==> config.mk <==
export PLATFORM = sky130hd
export DESIGN_NAME = ppcfg_host
export DESIGN_NICKNAME = d
export VERILOG_FILES = /design/src/rtl/ppcfg_host.sv
export SDC_FILE = /design/constraint.sdc
export NUM_CORES = 1
export LEC_CHECK = 0
export ABC_AREA = 1
export ABC_CLOCK_PERIOD_IN_PS = 3000
export BUFFER_PORTS_ARGS = -buffer_cell sky130_fd_sc_hd__buf_2
export CORE_UTILIZATION = 35
export DETAILED_ROUTE_END_ITERATION = 7
export HOLD_SLACK_MARGIN = 0.02
export PLACE_DENSITY = 0.54
export SYNTH_ARGS = -nofsm -noshare
export SYNTH_HDL_FRONTEND = slang
export SYNTH_SLANG_ARGS = --single-unit
==> constraint.sdc <==
create_clock -name clk -period 3 [get_ports clk]
set_input_delay 0.45 -clock clk [delete_from_list [all_inputs] [get_ports clk]]
set_output_delay 0.45 -clock clk [all_outputs]
set_load 0.005 [all_outputs]
==> src/rtl/ppcfg_host.sv <==
`timescale 1ns/1ps
module ppcfg_host #(
  parameter int CLK_MHZ         = 50,
  parameter int DW              = 8,
  parameter int RATIO           = 4,
  parameter int DCLK_HALF       = 1,
  parameter int PROG_LOW_CYC    = 2 * CLK_MHZ,
  parameter int STAT2CLK_CYC    = 2 * CLK_MHZ,
  parameter int PROG2CLK_CYC    = 1506 * CLK_MHZ,
  parameter int ST_TIMEOUT_CYC  = 1506 * CLK_MHZ,
  parameter int CD_TIMEOUT_CLKS = 4096,
  parameter int INIT_CLKS       = 8
) (
  input  logic          clk,
  input  logic          rst_n,
  input  logic          start,
  input  logic          mon_status,
  input  logic [DW-1:0] in_data,
  input  logic          in_valid,
  input  logic          in_last,
  output logic          in_ready,
  output logic          tgt_prog_n,
  output logic          tgt_clk,
  output logic [DW-1:0] tgt_data,
  input  logic          tgt_stat_n,
  input  logic          tgt_cfg_ok,
  output logic          busy,
  output logic          done,
  output logic          err_status,
  output logic          err_timeout
);

  localparam int BW = (RATIO > 1) ? $clog2(RATIO) : 1;
  localparam int HW = (DCLK_HALF > 1) ? $clog2(DCLK_HALF) : 1;

  typedef enum logic [3:0] {
    S_IDLE, S_PROG, S_WAIT, S_LOAD, S_SHIFT, S_POST, S_INIT, S_DONE, S_FAIL
  } state_t;

  state_t        state;
  logic [1:0]    st_sync, ok_sync;
  logic [31:0]   tmr, aux;
  logic [HW-1:0] hcnt;
  logic [BW-1:0] beat;
  logic          clk_q, last_q, mon_q, done_q, est_q, eto_q;
  logic [DW-1:0] data_q;

  wire st_s      = st_sync[1];
  wire ok_s      = ok_sync[1];
  wire toggling  = state inside {S_SHIFT, S_POST, S_INIT};
  wire half_end  = (hcnt == HW'(DCLK_HALF - 1));
  wire cyc_end   = toggling && clk_q && half_end;
  wire stat_lost = mon_q && !st_s && (state inside {S_LOAD, S_SHIFT, S_POST, S_INIT});
  wire start_ok  = start && (state inside {S_IDLE, S_DONE, S_FAIL});

  always_ff @(posedge clk) begin
    if (!rst_n) begin
      st_sync <= 2'b00;
      ok_sync <= 2'b00;
    end else begin
      st_sync <= {st_sync[0], tgt_stat_n};
      ok_sync <= {ok_sync[0], tgt_cfg_ok};
    end
  end

  always_ff @(posedge clk) begin
    if (!rst_n) begin
      state  <= S_IDLE;
      tmr    <= '0;
      aux    <= '0;
      hcnt   <= '0;
      beat   <= '0;
      clk_q  <= 1'b0;
      last_q <= 1'b0;
      mon_q  <= 1'b0;
      done_q <= 1'b0;
      est_q  <= 1'b0;
      eto_q  <= 1'b0;
      data_q <= '0;
    end else begin
      if (toggling) begin
        if (half_end) begin
          hcnt  <= '0;
          clk_q <= ~clk_q;
        end else begin
          hcnt <= hcnt + HW'(1);
        end
      end

      if (start_ok) begin
        state  <= S_PROG;
        tmr    <= '0;
        aux    <= '0;
        hcnt   <= '0;
        clk_q  <= 1'b0;
        mon_q  <= mon_status;
        done_q <= 1'b0;
        est_q  <= 1'b0;
        eto_q  <= 1'b0;
      end else if (stat_lost) begin
        state <= S_FAIL;
        est_q <= 1'b1;
        clk_q <= 1'b0;
      end else begin
        case (state)
          S_PROG:
            if (tmr == 32'(PROG_LOW_CYC - 1)) begin
              state <= S_WAIT;
              tmr   <= '0;
            end else begin
              tmr <= tmr + 32'd1;
            end
          S_WAIT:
            if (mon_q) begin
              if (!st_s) begin
                tmr <= '0;
                if (aux == 32'(ST_TIMEOUT_CYC - 1)) begin
                  state <= S_FAIL;
                  est_q <= 1'b1;
                end else begin
                  aux <= aux + 32'd1;
                end
              end else if (tmr == 32'(STAT2CLK_CYC - 1)) begin
                state <= S_LOAD;
              end else begin
                tmr <= tmr + 32'd1;
              end
            end else if (tmr == 32'(PROG2CLK_CYC - 1)) begin
              state <= S_LOAD;
            end else begin
              tmr <= tmr + 32'd1;
            end
          S_LOAD:
            if (in_valid) begin
              data_q <= in_data;
              last_q <= in_last;
              beat   <= '0;
              hcnt   <= '0;
              state  <= S_SHIFT;
            end
          S_SHIFT:
            if (cyc_end) begin
              if (beat == BW'(RATIO - 1)) begin
                beat <= '0;
                if (last_q) begin
                  state <= S_POST;
                  aux   <= '0;
                end else begin
                  state <= S_LOAD;
                end
              end else begin
                beat <= beat + BW'(1);
              end
            end
          S_POST:
            if (cyc_end) begin
              if (ok_s) begin
                aux <= '0;
                if (INIT_CLKS == 0) begin
                  state  <= S_DONE;
                  done_q <= 1'b1;
                end else begin
                  state <= S_INIT;
                end
              end else if (aux == 32'(CD_TIMEOUT_CLKS - 1)) begin
                state <= S_FAIL;
                eto_q <= 1'b1;
              end else begin
                aux <= aux + 32'd1;
              end
            end
          S_INIT:
            if (cyc_end) begin
              if (aux == 32'(INIT_CLKS - 1)) begin
                state  <= S_DONE;
                done_q <= 1'b1;
              end else begin
                aux <= aux + 32'd1;
              end
            end
          default: ;
        endcase
      end
    end
  end

  assign in_ready    = (state == S_LOAD);
  assign tgt_prog_n  = (state != S_PROG);
  assign tgt_clk     = clk_q;
  assign tgt_data    = data_q;
  assign busy        = !(state inside {S_IDLE, S_DONE, S_FAIL});
  assign done        = done_q;
  assign err_status  = est_q;
  assign err_timeout = eto_q;

endmodule

==> run_results.csv <==
group,metric,value,unit
cts,post_cts_buffers,0,
cts,cts.repair.resized,0,
synth,yosys_register_bits,89,
timing,fin_crit,2500,ps
cts,cts_root_buffer,"clkbuf_16",
grt,grt_use_met2,33.4,%
cts,clk_latency,360,ps
flow_run,drv_cap,0,
timing,rsz0062_at_grt,"false",
cts,cts.sinks,89,
timing,slew_headroom,37.4,%
timing,fin_crit_sh,83.3,%
cells_and_area,final_common_cell,"nand2_1",
timing,holdWs,267,ps
drt,viasPerCell,5.06,
power,p_clk_share,33.1,%
synth,syn_avg_cell_area,5.71,sq um
power,combPwrFrac,32.5,%
grt,grt.busiest_layer,"met2",
synth,ys_async_sr_fraction,0,%
timing,fin_skew,13.4,ps
grt,grt_pass1_vias,6398,
worst_setup_path,path_delay_family,"simple AND/OR/NAND/NOR gates",
power,p_int,2.20,mW
worst_setup_path,rrSetupSlack,500,ps
cts,cts_tree,"yes",
synth,netlist_instances,1142,
hold_path,hold_class,"input port to flip-flop",
floorplanning,core.rowCount,49,
power,p_seq_share,34.4,%
cts,cts_made_buffers,9,
placed_design,numPortBuffers,30,
synth,synth_edf_count,0,
cells_and_area,antennaDiodeCount,0,
worst_setup_path,max_stage_delay,620,ps
floorplanning,start_util,36.0,%
cts,clkTransAtPathRegs,80,ps
worst_setup_path,crit_buf_inv,2,
drt,vias,7053,
cells_and_area,syn_to_final_growth,9.85,%
timing,fin_tns_setup,0,ps
power,leakage,2.79,nW
synth,synth_area_leaders,"dfxtp_1 (27%), nand2_1 (21%), nor2_1 (12%), nand3_1 (7.4%), inv_1 (5.6%)",
drt,drt_iter0_markers,526,
worst_setup_path,worst_setup_path_end_kind,"flip-flop",
cells_and_area,fillers,2017,
power,vdd_ir_drop_max,0.400,mV
placed_design,gp_congestion,0.896,
cells_and_area,drive_gt1_share,7.90,%
worst_setup_path,cp_slowest_cell,"nor2_4",
worst_setup_path,arrival,2800,ps
power,power_switching,1.56,mW
synth,yosysSeqAreaShare,27.3,%
timing,setup_viol,0,
cts,hold_buffers,0,
cells_and_area,mostFrequentLayoutCells,"nand2_1 (372), nor2_1 (216), inv_1 (98)",
synth,ys.flop_type,"dfxtp_1",
synth,synth_area,6520,sq um
synth,synth_top_area_share,27.3,%
power,power,3.75,mW
placed_design,post-dp-hpwl,14.6,mm
timing,slew_viol_final,0,
floorplanning,die-area,19200,sq um
synth,ys_warn_count,0,
synth,synth_area_leader_cell,"dfxtp_1",
cts,htree_levels,3,
drt,drcViolationCount,0,
grt,grt_pass1_wl,33.0,mm
grt,use_met3,3.36,%
power,power.density,524,nW/um^2
worst_setup_path,required,3300,ps
grt,met1_usage,30.6,%
cts,clk_path_buf_depth,2,
hold_path,holdCritStartpoint,"tgt_cfg_ok",
worst_setup_path,crit_fanout,34,
floorplanning,ioPinCount,31,
synth,syn_nets,1161,
worst_setup_path,r2r_start,"mon_q$_SDFFE_PN0P_",
worst_setup_path,path_cells,"inv_2 -> nor2_4 -> inv_2 -> nand2_1 -> nand3_1 -> nor2_2 -> nand3_2 -> nor2_4 -> nand2_1 -> a21oi_2",
grt,grt_max_degree,35,
cells_and_area,layout.nets,1179,
floorplanning,chipHeight,138,microns
synth,synth_cell_types,41,
drt,routedWlPerCell,14.1,microns
worst_setup_path,critPathLaunchType,"flip-flop",
grt,grt_overflow,0,
timing,tightest_slew,939,ps
drt,antenna_left,0,
power,p_sw_share,41.5,%
grt,antenna_found_initial,0,
drt,drt_pass1_iterations,5,
timing,finalHoldViolations,0,
floorplanning,die_w,138,microns
worst_setup_path,cp-startpoint,"mon_q$_SDFFE_PN0P_",
status,outcome,"finished, final reports clean",
drt,drt-total-wl,19.6,mm
timing,clock.fmax,0.400,GHz
floorplanning,design.core.area,18100,sq um
worst_setup_path,path_class,"flip-flop to flip-flop",
grt,grt_usage,21.3,%
==> layer usage <==
layer  share of wire [%]  wire length [microns]  vias to the layer above
met3                 3.8                    748                       18
li1                    -                      -                     3703
met5                   0                      0                        -
met2                  44                   8640                      145
met4                 1.0                    206                        0
met1                  51                  10000                     3187
==> stage by stage <==
stage	instances	worst slack (ps)	cell area, sq um	utilization [%]
finish	1394	502	7160	39.6
global route	1394	185	7160	39.6
global placement	1378	494	6850	37.9
detailed placement	1378	444	6850	37.9
CTS	1394	441	7160	39.6
floorplan	1142	1120	6520	-
==> logic make-up after synthesis <==
logic type | count (synthesis) | synth area share (%)
simple gates | 748 | 48.0
compound gates | 144 | 13.0
buf+inv | 144 | 9.23
flops | 89 | 27.3
xor+xnor | 14 | 1.88
fa+ha+maj | 3 | 0.576
==> flip-flops by register name, summed over array words and instances (netlist names) <==
| name | flops |
|---|---|
| tgt_clk | 1 |
| beat | 2 |
| aux | 32 |
| st_sync | 2 |
| state | 4 |
| err_timeout | 1 |
| mon_q | 1 |
| done | 1 |
| err_status | 1 |
| hcnt | 1 |
| last_q | 1 |
| tmr | 32 |
| tgt_data | 8 |
| ok_sync | 2 |
==> worst min-delay path, cell delays in order <==
cell,delay (ps)
buf_2,80
nand2_1,40
inv_1,40
==> power by group through the flow <==
stage	Sequential, mW	Clock, mW	Combinational (mW)
finish	1.29	1.24	1.22
global route	1.30	1.32	1.39
CTS	1.29	1.27	1.24
detailed placement	1.32	0	1.23
global placement	1.32	0	1.23
floorplan	1.29	0	0.976
==> final timing paths <==
path	cells after the start	end
setup / recovery	10	aux[14]$_SDFFE_PP0P_
hold reg to reg	2	ok_sync[1]$_SDFF_PN0_
hold / removal	3	ok_sync[0]$_SDFF_PN0_
setup reg to reg	10	aux[14]$_SDFFE_PP0P_
==> cells in the mapped netlist (2+ instances only) <==
library cell / number
buf_6: 5
inv_1: 98
o21ai_0: 41
nor3_1: 20
a21oi_1: 55
xnor2_1: 3
nor4_1: 2
o211ai_1: 2
o21a_1: 14
xor2_1: 11
inv_2: 8
buf_2: 9
and3_1: 2
nand3_1: 96
or2_2: 4
nand2_1: 372
nand3_2: 3
clkbuf_1: 16
ha_1: 3
buf_4: 3
o31ai_1: 3
a21oi_2: 2
nand4_1: 14
nor2_1: 216
o21bai_1: 3
nor2_2: 4
clkinv_1: 3
dfxtp_1: 89
a31oi_1: 8
nand2_2: 4
o311ai_0: 14
nand2_4: 2
nor2_4: 5
==> area by class of cell <==
class	count	area [sq um]	area share, %
Clock inverter	7	82.6	1.15
Multi-Input combinational cell	909	4140	57.7
Tap cell	229	287	4.00
Clock buffer	9	225	3.15
Sequential cell	89	1780	24.9
Timing Repair Buffer	42	240	3.35
Inverter	109	409	5.71
Power figures use the tool's default switching activity.
